`config.mk`:
```
export PLATFORM = sky130hd
export DESIGN_NAME = csq_stub_sorter
export DESIGN_NICKNAME = d
export VERILOG_FILES = /design/src/rtl/csq_pkg.sv /design/src/rtl/csq_quality_enc.sv /design/src/rtl/csq_rank_sort.sv /design/src/rtl/csq_stub_sorter.sv
export SDC_FILE = /design/constraint.sdc
export NUM_CORES = 1
export LEC_CHECK = 0
export ABC_AREA = 1
export BUFFER_PORTS_ARGS = -buffer_cell sky130_fd_sc_hd__clkbuf_2
export CAP_MARGIN = 30
export CORE_ASPECT_RATIO = 1.2
export CORE_MARGIN = 10
export CORE_UTILIZATION = 39
export DETAILED_ROUTE_END_ITERATION = 10
export GPL_ROUTABILITY_DRIVEN = 0
export PLACE_DENSITY = 0.62
export SLEW_MARGIN = 15
export SYNTH_ARGS = -nofsm -noshare
export SYNTH_HDL_FRONTEND = slang
export SYNTH_HIERARCHICAL = 1
export SYNTH_SLANG_ARGS = --single-unit
```
`constraint.sdc`:
```
create_clock -name clk -period 6.8 [get_ports clk]
set_input_delay 1.02 -clock clk [delete_from_list [all_inputs] [get_ports clk]]
set_output_delay 1.02 -clock clk [all_outputs]
set_load 0.05 [all_outputs]
```
`src/rtl/csq_pkg.sv`:
```
package csq_pkg;

    localparam int QUAL_W = 4;

    // Stub quality codes; a higher code means a better stub.
    typedef enum logic [QUAL_W-1:0] {
        Q_ACC_ONLY  = 4'd0,
        Q_ACC_LOPT  = 4'd1,
        Q_ACC_HIPT  = 4'd2,
        Q_COL_ONLY  = 4'd3,
        Q_CATH_ONLY = 4'd4,
        Q_LO_MID    = 4'd5,
        Q_LO_FULL   = 4'd6,
        Q_HI_MID    = 4'd7,
        Q_HI_M2     = 4'd8,
        Q_HI_M1     = 4'd9,
        Q_HI_FULL   = 4'd10
    } stub_qual_e;

    localparam logic [QUAL_W-1:0] Q_TOP = Q_HI_FULL;

endpackage

```
`src/rtl/csq_quality_enc.sv`:
```
module csq_quality_enc
    import csq_pkg::*;
#(
    parameter int LAYER_W   = 3,
    parameter int LAYER_MAX = 6
) (
    input  logic               an_vld,
    input  logic               an_accel,
    input  logic               ca_vld,
    input  logic               ca_hipt,
    input  logic [LAYER_W-1:0] an_layers,
    input  logic [LAYER_W-1:0] ca_layers,
    output logic               stub_vld,
    output logic [QUAL_W-1:0]  stub_qual
);

    localparam int FULL  = 2 * LAYER_MAX;
    localparam int SUM_W = $clog2(FULL + 1);

    logic [SUM_W-1:0] an_c;
    logic [SUM_W-1:0] ca_c;
    logic [SUM_W-1:0] sum;
    stub_qual_e       code;

    always_comb begin
        // Saturate each count at the layer maximum before adding.
        an_c = (an_layers > LAYER_W'(LAYER_MAX)) ? SUM_W'(LAYER_MAX) : SUM_W'(an_layers);
        ca_c = (ca_layers > LAYER_W'(LAYER_MAX)) ? SUM_W'(LAYER_MAX) : SUM_W'(ca_layers);
        sum  = an_c + ca_c;
    end

    always_comb begin
        code = Q_ACC_ONLY;
        unique case ({an_vld, ca_vld})
            2'b00: code = Q_ACC_ONLY;
            2'b10: code = an_accel ? Q_ACC_ONLY : Q_COL_ONLY;
            2'b01: code = Q_CATH_ONLY;
            2'b11: begin
                if (an_accel) begin
                    code = ca_hipt ? Q_ACC_HIPT : Q_ACC_LOPT;
                end else if (!ca_hipt) begin
                    code = (sum >= SUM_W'(FULL - 2)) ? Q_LO_FULL : Q_LO_MID;
                end else if (sum >= SUM_W'(FULL)) begin
                    code = Q_HI_FULL;
                end else if (sum == SUM_W'(FULL - 1)) begin
                    code = Q_HI_M1;
                end else if (sum == SUM_W'(FULL - 2)) begin
                    code = Q_HI_M2;
                end else begin
                    code = Q_HI_MID;
                end
            end
            default: code = Q_ACC_ONLY;
        endcase
    end

    assign stub_vld  = an_vld | ca_vld;
    assign stub_qual = code;

endmodule

```
`src/rtl/csq_rank_sort.sv`:
```
module csq_rank_sort
    import csq_pkg::*;
#(
    parameter int N_CH  = 9,
    parameter int N_OUT = 3,
    parameter int CID_W = $clog2(N_CH)
) (
    input  logic [N_CH-1:0]         in_vld,
    input  logic [N_CH*QUAL_W-1:0]  in_qual,
    output logic [N_OUT-1:0]        sel_vld,
    output logic [N_OUT*QUAL_W-1:0] sel_qual,
    output logic [N_OUT*CID_W-1:0]  sel_cid
);

    localparam int RANK_W = $clog2(N_CH + 1);

    logic [QUAL_W-1:0] q [N_CH];
    logic [RANK_W-1:0] rank [N_CH];

    for (genvar g = 0; g < N_CH; g++) begin : g_unpack
        assign q[g] = in_qual[g*QUAL_W +: QUAL_W];
    end

    // Rank of a stub = number of valid stubs that beat it (higher
    // quality, or equal quality from a lower chamber id).
    always_comb begin
        for (int i = 0; i < N_CH; i++) begin
            rank[i] = '0;
            for (int j = 0; j < N_CH; j++) begin
                if (j != i && in_vld[j] &&
                    (q[j] > q[i] || (q[j] == q[i] && j < i))) begin
                    rank[i] = rank[i] + RANK_W'(1);
                end
            end
        end
    end

    // Each slot takes the single valid stub whose rank equals its index.
    for (genvar k = 0; k < N_OUT; k++) begin : g_slot
        always_comb begin
            sel_vld[k]                     = 1'b0;
            sel_qual[k*QUAL_W +: QUAL_W]   = '0;
            sel_cid[k*CID_W +: CID_W]      = '0;
            for (int i = 0; i < N_CH; i++) begin
                if (in_vld[i] && rank[i] == RANK_W'(k)) begin
                    sel_vld[k]                   = 1'b1;
                    sel_qual[k*QUAL_W +: QUAL_W] = sel_qual[k*QUAL_W +: QUAL_W] | q[i];
                    sel_cid[k*CID_W +: CID_W]    = sel_cid[k*CID_W +: CID_W] | CID_W'(i);
                end
            end
        end
    end

endmodule

```
`src/rtl/csq_stub_sorter.sv`:
```
module csq_stub_sorter
    import csq_pkg::*;
#(
    parameter int N_CH      = 9,
    parameter int N_OUT     = 3,
    parameter int LAYER_W   = 3,
    parameter int LAYER_MAX = 6,
    parameter int CID_W     = $clog2(N_CH)
) (
    input  logic                      clk,
    input  logic                      rst_n,
    input  logic [N_CH-1:0]           an_vld,
    input  logic [N_CH-1:0]           an_accel,
    input  logic [N_CH-1:0]           ca_vld,
    input  logic [N_CH-1:0]           ca_hipt,
    input  logic [N_CH*LAYER_W-1:0]   an_layers,
    input  logic [N_CH*LAYER_W-1:0]   ca_layers,
    output logic [N_OUT-1:0]          out_vld,
    output logic [N_OUT*QUAL_W-1:0]   out_qual,
    output logic [N_OUT*CID_W-1:0]    out_cid
);

    localparam int CNT_W = $clog2(N_CH + 1);

    logic [N_CH-1:0]           enc_vld;
    logic [N_CH*QUAL_W-1:0]    enc_qual;
    logic [N_CH-1:0]           s1_vld;
    logic [N_CH*QUAL_W-1:0]    s1_qual;
    logic [N_OUT-1:0]          srt_vld;
    logic [N_OUT*QUAL_W-1:0]   srt_qual;
    logic [N_OUT*CID_W-1:0]    srt_cid;
    logic [CNT_W-1:0]          s1_cnt;
    logic [CNT_W-1:0]          out_cnt;

    for (genvar g = 0; g < N_CH; g++) begin : g_enc
        csq_quality_enc #(
            .LAYER_W   (LAYER_W),
            .LAYER_MAX (LAYER_MAX)
        ) u_enc (
            .an_vld    (an_vld[g]),
            .an_accel  (an_accel[g]),
            .ca_vld    (ca_vld[g]),
            .ca_hipt   (ca_hipt[g]),
            .an_layers (an_layers[g*LAYER_W +: LAYER_W]),
            .ca_layers (ca_layers[g*LAYER_W +: LAYER_W]),
            .stub_vld  (enc_vld[g]),
            .stub_qual (enc_qual[g*QUAL_W +: QUAL_W])
        );
    end

    // Stage 1: encoded stubs of one crossing.
    always_ff @(posedge clk or negedge rst_n) begin
        if (!rst_n) begin
            s1_vld  <= '0;
            s1_qual <= '0;
        end else begin
            s1_vld  <= enc_vld;
            s1_qual <= enc_qual;
        end
    end

    csq_rank_sort #(
        .N_CH  (N_CH),
        .N_OUT (N_OUT),
        .CID_W (CID_W)
    ) u_sort (
        .in_vld   (s1_vld),
        .in_qual  (s1_qual),
        .sel_vld  (srt_vld),
        .sel_qual (srt_qual),
        .sel_cid  (srt_cid)
    );

    // Stage 2: sorted slots.
    always_ff @(posedge clk or negedge rst_n) begin
        if (!rst_n) begin
            out_vld  <= '0;
            out_qual <= '0;
            out_cid  <= '0;
        end else begin
            out_vld  <= srt_vld;
            out_qual <= srt_qual;
            out_cid  <= srt_cid;
        end
    end

    always_comb begin
        s1_cnt  = CNT_W'($countones(s1_vld));
        out_cnt = CNT_W'($countones(out_vld));
    end


    full_fill_chk: assert property (@(posedge clk) disable iff (!rst_n)
        (s1_cnt >= CNT_W'(N_OUT)) |=> (out_cnt == CNT_W'(N_OUT)));


    part_fill_chk: assert property (@(posedge clk) disable iff (!rst_n)
        (s1_cnt < CNT_W'(N_OUT)) |=> (out_cnt == $past(s1_cnt)));

    for (genvar k = 0; k < N_OUT; k++) begin : g_chk

        qual_range_chk: assert property (@(posedge clk) disable iff (!rst_n)
            out_vld[k] |-> (out_qual[k*QUAL_W +: QUAL_W] <= Q_TOP));


        empty_slot_chk: assert property (@(posedge clk) disable iff (!rst_n)
            !out_vld[k] |-> (out_qual[k*QUAL_W +: QUAL_W] == '0 &&
                             out_cid[k*CID_W +: CID_W] == '0));

        if (k > 0) begin : g_pair

            slot_packed_chk: assert property (@(posedge clk) disable iff (!rst_n)
                out_vld[k] |-> out_vld[k-1]);


            sort_order_chk: assert property (@(posedge clk) disable iff (!rst_n)
                (out_vld[k] && out_vld[k-1]) |->
                ((out_qual[(k-1)*QUAL_W +: QUAL_W] > out_qual[k*QUAL_W +: QUAL_W]) ||
                 (out_qual[(k-1)*QUAL_W +: QUAL_W] == out_qual[k*QUAL_W +: QUAL_W] &&
                  out_cid[(k-1)*CID_W +: CID_W] < out_cid[k*CID_W +: CID_W])));
        end
    end

endmodule

```
* Yosys cells after proc, flatten, opt, wreduce, memory -nomap -nowiden
Cells that the tools add are included.
Word-level totals: flip-flop bits (word level) 72, input port bits 92, logic and storage cells 719
Cells by class: $add $sub $neg 72, $lt $le $gt $ge 108, equality and inequality tests 99, mux-type cells 249, bitwise operators 33, reductions and logical operators 153
Operators with widths (count):
- $mux 4 | 138
- $gt 4x4->1 | 72
- $add 4x1->4 const B | 63
- $eq 4x4->1 | 36
- $pmux 4 s4 | 9
- $logic_and 1x1->1 | 99
- $or 4x4->4 | 24
- $mux 3 | 30
- $eq 4x4->1 const B | 18
- $ge 4x4->1 const B | 18
- $mux 2 | 33
- $gt 3x3->1 const B | 18
- $mux 1 | 39
- $add 4x4->4 | 9
- $eq 2x2->1 const B | 18
- $eq 4x1->1 const B | 9
- $eq 4x2->1 const B | 9
- $logic_not 4->1 | 9
- $logic_or 1x1->1 | 36
- $eq 2x1->1 const B | 9
- $logic_not 2->1 | 9
- $or 1x1->1 | 9

* Logic depth before layout (Yosys ltp)
Gate-level depths: netlist of the first run.
depth after elaboration 36, gate-level depth with buffers 39, gate-level depth less buffers 38

* Hierarchy
The synthesis of the first run kept the hierarchy.
By module, submodules not included:
- csq_rank_sort | instances 1, cells an instance 1878, area an instance 10321.1 um^2, seq. area each 0.0 um^2
- csq_quality_enc | instances 9, cells an instance 56, area an instance 291.5 um^2, seq. area each 0.0 um^2
- csq_stub_sorter | instances 1, cells an instance 72, area an instance 1801.7 um^2, seq. area each 1801.7 um^2

* Worst setup path before layout of the first run
OpenSTA, ideal clock, no wires.
path type register to register, start register s1_qual[7], end register out_qual[10], arrival 5.349 ns, required time 6.735 ns, setup slack 1.386 ns, stages on the path, launching flop included 39, buffers on the path 1, period minus slack after synthesis 5.414 ns, cells stage by stage dfrtp_1 inv_1 ha_1 nand2_1 inv_1 nand2_1 o211ai_1 a31o_2 nand2_1 inv_1 ha_1 inv_1 nand4_1 nand2_2 ha_1 or2_1 nand2_1 inv_1 (+3 left out) ha_1 or2_2 nand2_1 inv_1 ha_1 or2_2 nand2_1 inv_1 ha_1 nand2_1 xor2_1 nand2_1 nor2_2 buf_6 nand3_1 nand3_1 nor2_1 nand2_1
On the way: longest elaborated chain between the ends 36, elaborated cells between the ends (all ways) 204, classes of those cells 56 x add/sub; 16 x order compare; 17 x eq/ne; 74 x mux; 8 x bitwise; 33 x reduce/logical
RTL lines:
- start, declared | RTL line csq_stub_sorter.sv:28 | logic [N_CH*QUAL_W-1:0] s1_qual;
- start signal, assigned | RTL line csq_stub_sorter.sv:58 | s1_qual <= enc_qual;
- $gt 4x4->1 | RTL line csq_rank_sort.sv:31 | (q[j] > q[i] || (q[j] == q[i] && j < i))) begin
- $logic_and 1x1->1 | RTL line csq_rank_sort.sv:30 | if (j != i && in_vld[j] &&
- $mux 1 | RTL line csq_rank_sort.sv:30
- $add 4x1->4 | RTL line csq_rank_sort.sv:32 | rank[i] = rank[i] + RANK_W'(1);
- $mux 4 | RTL line csq_rank_sort.sv:30
- $add 4x1->4 | RTL line csq_rank_sort.sv:32
- $mux 4 | RTL line csq_rank_sort.sv:30
- $add 4x1->4 | RTL line csq_rank_sort.sv:32
- (+21 left out)
- $mux 4 | RTL line csq_rank_sort.sv:45 | if (in_vld[i] && rank[i] == RANK_W'(k)) begin
- $or 4x4->4 | RTL line csq_rank_sort.sv:47 | sel_qual[k*QUAL_W +: QUAL_W] = sel_qual[k*QUAL_W +: QUAL_W] | q[i];
- $mux 4 | RTL line csq_rank_sort.sv:45
- $or 4x4->4 | RTL line csq_rank_sort.sv:47
- $mux 4 | RTL line csq_rank_sort.sv:45
- $or 4x4->4 | RTL line csq_rank_sort.sv:47
- $mux 4 * | RTL line csq_rank_sort.sv:45
- net srt_qual[10] | RTL line csq_stub_sorter.sv:30 | logic [N_OUT*QUAL_W-1:0] srt_qual;
- end signal, assigned | RTL line csq_stub_sorter.sv:82 | out_qual <= srt_qual;
- end, declared | RTL line csq_stub_sorter.sv:19 | output logic [N_OUT*QUAL_W-1:0] out_qual,
The timed path passes the listed nets; every way through them passes the cells marked *.

* Worst setup path after layout of the first run
start register s1_qual[35], end register out_vld[1]
On the way: longest elaborated chain between the ends 21, elaborated cells between the ends (all ways) 98, classes of those cells 7 x add/sub; 16 x order compare; 17 x eq/ne; 25 x mux; 33 x reduce/logical
RTL lines:
- $gt 4x4->1 / $eq 4x4->1 (equally long branches) | RTL line csq_rank_sort.sv:31
- $logic_or 1x1->1 | RTL line csq_rank_sort.sv:31
- $logic_and 1x1->1 | RTL line csq_rank_sort.sv:30
- $mux 1 | RTL line csq_rank_sort.sv:30
- $add 4x1->4 | RTL line csq_rank_sort.sv:32
- $mux 4 | RTL line csq_rank_sort.sv:30
- $add 4x1->4 | RTL line csq_rank_sort.sv:32
- $mux 4 | RTL line csq_rank_sort.sv:30
- (+6 left out)
- $add 4x1->4 | RTL line csq_rank_sort.sv:32
- $mux 4 | RTL line csq_rank_sort.sv:30
- $add 4x1->4 | RTL line csq_rank_sort.sv:32
- $mux 4 | RTL line csq_rank_sort.sv:30
- $eq 4x1->1 | RTL line csq_rank_sort.sv:45
- $logic_and 1x1->1 | RTL line csq_rank_sort.sv:45
- $mux 1 * | RTL line csq_rank_sort.sv:45
- net srt_vld[1] | RTL line csq_stub_sorter.sv:29 | logic [N_OUT-1:0] srt_vld;
- end signal, assigned | RTL line csq_stub_sorter.sv:81 | out_vld <= srt_vld;
- end, declared | RTL line csq_stub_sorter.sv:18 | output logic [N_OUT-1:0] out_vld,
Marks and branches as above.

==> results of run 1 <==
[synthesized netlist by cell type (10+ instances only)]
| cell | n | area, sq um |
|---|---|---|
| clkbuf_1 | 39 | 146 |
| nand2_2 | 43 | 269 |
| a31o_2 | 10 | 87.6 |
| inv_2 | 13 | 48.8 |
| inv_1 | 405 | 1520 |
| nand2_1 | 783 | 2940 |
| or2_2 | 26 | 163 |
| nor2_1 | 144 | 541 |
| ha_1 | 234 | 2930 |
| dfrtp_1 | 72 | 1800 |
| a21oi_1 | 59 | 295 |
| nand4_1 | 64 | 400 |
| a21oi_2 | 15 | 131 |
| o21ai_0 | 13 | 65.1 |
| nor2_4 | 10 | 113 |
| nand3_2 | 30 | 300 |
| a21boi_0 | 18 | 135 |
| nor2_2 | 15 | 93.8 |
| nand3_1 | 354 | 1770 |
| o211ai_1 | 11 | 82.6 |
[cell type report]
cell class                 instances  area, sq um  share of cell area, %
clock inverter                     4         27.5                  0.170
timing repair buffer             143          813                   5.03
tap                              474          593                   3.67
clock buffer                      12          256                   1.59
inverter                         421         1580                   9.80
multi-input combinational       1901        11100                   68.5
sequential                        72         1810                   11.2
[worst max path at each step]
| stage | from | endpoint | slack (ps) | cells past startpoint |
|---|---|---|---|---|
| finish | s1_qual[35] | out_vld[1] | 400 | 35 |
| global route | s1_qual[35] | out_vld[1] | 10 | 35 |
| floorplan | s1_qual[7] | out_qual[10] | 1390 | 38 |
| detailed placement | s1_qual[5] | out_vld[1] | 300 | 34 |
| CTS | s1_qual[5] | out_vld[1] | 270 | 34 |
| global placement | s1_qual[5] | out_vld[1] | 410 | 34 |
[routing by layer]
layer / track usage [%] / up-vias / part of all wire, %
met5: 0 / - / 0
met4: 9.91 / 0 / 4.7
met3: 2.32 / 104 / 5.7
met2: 34.5 / 490 / 47
met1: 24.4 / 7088 / 43
li1: - / 8050 / -
[repair_timing]
| action | CTS | global route |
|---|---|---|
| buffers inserted | 0 | 2 |
| endpoints found under the setup margin | 0 | 23 |
| gates resized for setup | 0 | 14 |
[power by group through the flow]
stage          combinational, mW  clock [mW]  sequential, mW
2_1_floorplan               3.01           0           0.778
3_3_place_gp                3.97           0           0.630
3_5_place_dp                4.05           0           0.622
4_1_cts                     4.07       0.466           0.619
5_1_grt                     4.76       0.484           0.624
6_report                    4.22       0.460           0.621
[cell families after synthesis]
| logic type | synth area share, % |
|---|---|
| AO/OA/AOI/OAI | 6.41 |
| XOR/XNOR | 0.585 |
| adder cells (fa/ha/maj) | 21.1 |
| buffers and inverters | 12.9 |
| flip-flops | 12.2 |
| AND/OR/NAND/NOR | 46.8 |
[worst register-to-register path, delay by kind of cell, from the launching register on]
family          cells  cell delay, ps
flops               1             450
compound gates      4             540
buf+inv             7             680
simple gates       17            2540
fa+ha+maj           7            2150
[metrics by stage]
stage / utilization, % / power (mW) / instance area [sq um] / instances
6_report: 43.6 / 5.30 / 16200 / 3027
5_1_grt: 43.6 / 5.87 / 16200 / 3027
4_1_cts: 43.3 / 5.16 / 16000 / 3023
3_5_place_dp: 42.5 / 4.67 / 15800 / 3007
3_3_place_gp: 42.5 / 4.60 / 15800 / 3007
2_1_floorplan: - / 3.79 / 14700 / 2454
[state kept, by name, indices dropped and copies added (netlist names)]
register,count
s1_qual,36
out_cid,12
out_qual,12
s1_vld,9
out_vld,3
==> flow_summary.ini, run 1 <==
[floorplan]
start_util_pct = 39.8
io_pins = 119
die_w_microns = 198
die_area_sq_mm = 0.0460
die_y_microns = 233
std_cell_rows = 77
core-area_sq_mm = 0.0371

[global_route]
antenna_found_initial = 0
grt_pass1_wl_microns = 74800
grt_max_degree = 73
grtUsageTotal_pct = 20.1
overflow = 0
grt_pass1_vias = 14875

[route]
drc = 0
wl_per_cell_microns = 15.5
vias = 15732
drt_first_pass_iters = 6
ant_nets = 0
viasPerCell = 5.20
finalWirelength_microns = 46800
drt-initial-drc-count = 1144

[clock_network]
clk_latency_ps = 350
cts.reportedPaths.clkPinSlew_ps = 70
holdBufCountCts = 0
cts_root_buf = clkbuf_16
cts.path.max_buffers = 2
cts.sinks = 72
cts_max_level = 3
numCtsBuffers = 9
cts_tree = built

[synthesis]
synth_edf_count = 0
syn_area_sq_mm = 0.0147
yosys_warnings = 6
synth_area_per_cell_sq_um = 6.01
synth.distinct_cells = 41
postSynthCellCount = 2454
syn_nets = 2789
ys_seq_area_share_pct = 12.2
ys_ff_latch = 72
ys_async_sr_fraction_pct = 100
synthFlopType = dfrtp_1

[placed_design]
place_hpwl_microns = 38400
dp_slack_ps = 302
port-buffer-count = 118

[setup_path]
critPathTopFamily = simple AND/OR/NAND/NOR gates
crit_type = flop to flop
cp.arrival_ps = 6670
r2r-end = out_vld[1]
required_ps = 7080
crit_path_start_kind = flop
r2r_start = s1_qual[35]
cpPeakStageDelay_ps = 450
path_buf_inv = 7
worst-r2r-cell-count = 35
rrSetupSlack_ps = 400
cp-end-kind = flop
worstPathMaxFanout = 8
crit_path_top_delay_cell = dfrtp_1
crit_top_cell = nand2_1

[timing]
fin_skew_ps = 9.81
setup_ws_ps = 405
slew_viol_final = 0
timing.setup.tns_ps = 0
rsz0062_at_grt = no
hold_viol_final = 0
tightest_slew_ps = 1000
finalSetupViolations = 0
relSlewSlack_pct = 33.2
fin_crit_ps = 6400
timing.fmax_ghz = 0.156
fin_hold_ws_ps = 529
timing.final.crit_share_pct = 94.1

[power]
netSwitchingFraction_pct = 59.6
powerDensity_mw_per_mm2 = 328
power_frac_clock_pct = 8.7
vdd_drop_max_mv = 0.351
internal_power_mw = 2.14
leakage_nw = 9.86
netSwitchingPower_mw = 3.16
comb_power_share_pct = 79.6
p_seq_share_pct = 11.7

[cells_and_area]
fill_cells = 3898
n_antenna_cell = 0
layout_commonest_cell = nand2_1
drive_gt1_share_pct = 13.7
area_growth_pct = 9.55
fin_nets = 2883
layout_common_cells = nand2_1, inv_1, nand3_1

[min_path]
hp-class = input port to asynchronous set/reset pin

[flow_run]
drv_cap = 0

[status]
status = complete, no violations
Note: power is estimated with default switching activity, not from simulation.
==> run 2: changes to the inputs <==
Clock period 6.8 ns to 6.3 ns, I/O delays scaled along.
==> run 2 against run 1 <==
First-iteration DRC count decreased by 2.4%. Combinational power increased by 13%. Via count increased by 1.5%. Clock power increased by 15%. Die area unchanged. Routed wire length increased by 0.66%. Global-route usage increased by 0.088 points. Critical path depth decreased by 4. Power increased by 12%. Final area increased by 2.9%. Worst setup slack got worse by 110 ps. Register-to-register slack got worse by 110 ps.
==> flow_summary.ini, run 2 (same netlist as run 1, synthesis figures left out) <==
[status]
status = complete, no violations

[clock_network]
holdBufCountCts = 0
clk_latency_ps = 350
cts.path.max_buffers = 2
cts.reportedPaths.clkPinSlew_ps = 60
cts_max_level = 3
numCtsBuffers = 9
cts_root_buf = clkbuf_16
cts.sinks = 72
cts_tree = built

[cells_and_area]
fill_cells = 3847
area_growth_pct = 12.8
layout_common_cells = nand2_1, inv_1, nand3_1
drive_gt1_share_pct = 16.1
reg.largest.list = s1_qual: 36 flops, out_cid: 12 flops, out_qual: 12 flops
fin_nets = 2926
top_register = s1_qual
largest_reg_flops = 36
layout_commonest_cell = nand2_1
n_antenna_cell = 0

[min_path]
hp-class = input port to asynchronous set/reset pin

[setup_path]
cp-end-kind = flop
worstPathMaxFanout = 6
critPathTopFamily = simple AND/OR/NAND/NOR gates
path_buf_inv = 4
crit_path_top_delay_cell = dfrtp_1
cp.arrival_ps = 6290
crit_top_cell = nand2_1
cpPeakStageDelay_ps = 530
crit_type = flop to flop
required_ps = 6580
crit_path_start_kind = flop

[route]
ant_nets = 0
drt-initial-drc-count = 1117
wl_per_cell_microns = 15.4
viasPerCell = 5.20
vias = 15965
drt_first_pass_iters = 6
drc = 0
finalWirelength_microns = 47200

[floorplan]
core-area_sq_mm = 0.0371
die_area_sq_mm = 0.0460
die_w_microns = 198
start_util_pct = 39.8
std_cell_rows = 77
die_y_microns = 233
io_pins = 119

[global_route]
antenna_found_initial = 0
grt_pass1_vias = 15196
grt_max_degree = 65
grt_pass1_wl_microns = 75600
grt_use_met2_pct = 36.0
grtUsageMet1_pct = 24.4
grtUsageTotal_pct = 20.2
overflow = 0
use_met3_pct = 2.34
grt-busiest-layer = met2

[timing]
setup_ws_ps = 294
timing.fmax_ghz = 0.166
fin_crit_ps = 6010
slew_viol_final = 0
fin_hold_ws_ps = 412
tightest_slew_ps = 846
hold_viol_final = 0
fin_skew_ps = 12.6
finalSetupViolations = 0
timing.final.crit_share_pct = 95.3
timing.setup.tns_ps = 0
relSlewSlack_pct = 43.6

[power]
leakage_nw = 10.1
fin_total_pwr_mw = 5.97
powerDensity_mw_per_mm2 = 359
vdd_drop_max_mv = 0.426

[placed_design]
port-buffer-count = 118
place_hpwl_microns = 38800
dp_slack_ps = -123

[flow_run]
drv_cap = 0
[run 2: cell types whose count changed in the layout (fill, tap and decap cells not counted), moves of 4 or more]
cell,delta
buf_4,+42
nand3_1,-9
nand3_2,+9
nor2_1,-4
nor2_2,+4
[run 2: layout make-up]
type / instances / area [sq um] / share of cell area, %
flip-flops and latches: 72 / 1810 / 10.9
clock inverters: 5 / 63.8 / 0.384
clock buffers: 10 / 239 / 1.44
well taps: 474 / 593 / 3.57
inverters: 421 / 1580 / 9.50
multi-input cells: 1901 / 11200 / 67.4
repair buffers: 186 / 1130 / 6.81
[run 2: repair_timing]
action / CTS / global route
resized for setup: 3 / 43
pin swaps: 0 / 10
endpoints found under the setup margin: 10 / 26
setup buffers: 0 / 15
endpoints found under the hold margin: 0 / 0
gates cloned: 0 / 1
[run 2: where the power goes]
group | internal [mW] | switching, mW
sequential | 0.563 | 0.0960
combinational | 1.59 | 3.18
clock | 0.319 | 0.212
total | 2.47 | 3.49
[run 2: path summary, 6_finish.rpt]
| path | slack [ps] | cells past startpoint | start | to |
|---|---|---|---|---|
| worst min register to register | 730 | 4 | s1_qual[35] | out_qual[7] |
| worst max register to register | 290 | 31 | s1_qual[27] | out_qual[6] |
| worst max-delay path | 290 | 31 | s1_qual[27] | out_qual[6] |
| max in group asynchronous | 4740 | 2 | rst_n | s1_qual[7] |
| worst min-delay path | 410 | 1 | rst_n | s1_qual[26] |
| min in group clk | 730 | 4 | s1_qual[35] | out_qual[7] |
[run 2: worst reg2reg max path: cells and delay by family, from the launching register on]
family | cells | cell delay (ps)
flops | 1 | 530
simple gates | 19 | 2710
fa+ha+maj | 7 | 2140
buf+inv | 4 | 440
compound gates | 1 | 120
[run 2: stage by stage]
step / std cells / cell area [sq um] / utilization, %
6_report: 3069 / 16600 / 44.8
4_1_cts: 3053 / 16300 / 44.0
3_3_place_gp: 3037 / 16000 / 43.1
2_1_floorplan: 2454 / 14700 / -
3_5_place_dp: 3038 / 16000 / 43.2
5_1_grt: 3069 / 16600 / 44.8
[run 2: routing by layer]
layer / wire [microns] / share of wire [%]
met2: 22400 / 47
met3: 2840 / 6.0
met4: 1850 / 3.9
met1: 20100 / 43
met5: 0 / 0
==> run 3: changes to the inputs <==
Settings changed: CORE_UTILIZATION 39 to 59, PLACE_DENSITY 0.62 to 0.85.
==> run 3 against run 2 <==
Cell count down 5.4%. Utilization up 21 points. Critical path depth up 3. Highest routed layer unchanged.
==> flow_summary.ini, run 3 (same netlist as run 1, synthesis figures left out) <==
[timing]
fin_crit_ps = 6080
rsz0062_at_grt = yes
fin_skew_ps = 11.2
hold_viol_final = 0
finalSetupViolations = 0
tightest_slew_ps = 722
slew_viol_final = 0
timing.fmax_ghz = 0.165
relSlewSlack_pct = 51.9
timing.final.crit_share_pct = 96.4

[route]
drt_first_pass_iters = 7
drc = 0
vias = 16700
finalWirelength_microns = 45500
wl_per_cell_microns = 15.7
viasPerCell = 5.75
drt-initial-drc-count = 1722
ant_nets = 0

[min_path]
hp-class = input port to asynchronous set/reset pin

[placed_design]
place_hpwl_microns = 36400
port-buffer-count = 118

[global_route]
antenna_found_initial = 0
grt_max_degree = 73
grt_pass1_vias = 15771
grt_pass1_wl_microns = 73100
grtUsageTotal_pct = 28.0
overflow = 0

[clock_network]
cts_root_buf = clkbuf_16
cts_max_level = 3
cts_tree = built
holdBufCountCts = 0
numCtsBuffers = 9
cts.path.max_buffers = 2
cts.sinks = 72
cts.reportedPaths.clkPinSlew_ps = 70
clk_latency_ps = 340

[flow_run]
drv_cap = 0

[floorplan]
die_area_sq_mm = 0.0317
start_util_pct = 59.8
std_cell_rows = 63
core-area_sq_mm = 0.0247
die_w_microns = 164
io_pins = 119
die_y_microns = 193

[power]
vdd_drop_max_mv = 0.363
powerDensity_mw_per_mm2 = 368
fin_total_pwr_mw = 6.01
leakage_nw = 10.0

[setup_path]
worst-r2r-cell-count = 34
crit_path_top_delay_cell = dfrtp_2
crit_path_start_kind = flop
crit_type = flop to flop
cpPeakStageDelay_ps = 500
crit_top_cell = nand2_1
required_ps = 6580
cp_num_cells = 34
worstPathMaxFanout = 6
path_buf_inv = 5
cp-end-kind = flop
worstSetupStartpoint = s1_qual[7]
r2r_start = s1_qual[7]
cp.arrival_ps = 6350
critPathTopFamily = simple AND/OR/NAND/NOR gates

[cells_and_area]
final_util_pct = 66.2
layout_common_cells = nand2_1, inv_1, nand3_1
fill_cells = 2099
n_antenna_cell = 0
drive_gt1_share_pct = 15.7
layout_commonest_cell = nand2_1
top_register = s1_qual
reg.largest.list = s1_qual: 36 flops, out_cid: 12 flops, out_qual: 12 flops
fin_nets = 2909
area_growth_pct = 10.7
largest_reg_flops = 36

[status]
status = complete, no violations
==> run 3: cell count changes in the layout (fill, tap and decap cells not counted), moves of 4 or more <==
cell,change
inv_1,-4
nand3_2,-6
dfrtp_2,+4
nor2_1,-4
buf_4,-23
nand3_1,+6
==> run 3: final cells by class <==
cell class	instances	area, sq um	area share [%]
clock buffers	9	225	1.38
multi-input cells	1901	11100	68.3
repair buffers	169	1040	6.37
well taps	325	407	2.49
inverters	421	1580	9.70
flip-flops and latches	72	1810	11.1
clock inverters	7	111	0.682
==> run 3: stage by stage <==
step	TNS [ps]	cell area, sq um	instances	hold slack (ps)	worst slack (ps)
CTS	0	16000	2887	723	39.7
global route	-665	16300	2904	591	-127
floorplan	0	14700	2454	599	886
detailed placement	0	15700	2871	705	94.8
global placement	0	15700	2871	708	258
finish	0	16300	2904	559	224
==> run 3: per-layer routing <==
metal  share of wire, %  wire, microns  track usage, %
met5                  0              0               0
met4                7.4           3380            17.5
met3                9.5           4330            6.16
met2                 45          20300            46.8
met1                 39          17500            31.8
==> run 3: worst paths after layout <==
kind | to | slack (ps)
setup / recovery | out_qual[9] | 220
hold / removal | out_qual[9] | 560
setup reg to reg | out_qual[9] | 220
hold reg to reg | out_qual[1] | 730
max in group asynchronous | s1_qual[2] | 5130
min in group clk | out_qual[1] | 730
==> run 3: power breakdown <==
group / internal [mW] / switching, mW
Clock: 0.357 / 0.221
Combinational: 1.58 / 3.19
Sequential: 0.563 / 0.0960
==> run 3: timing repair <==
item,CTS,global route
setup endpoints to repair,0,27
resized for setup,0,45
buffers inserted,0,15
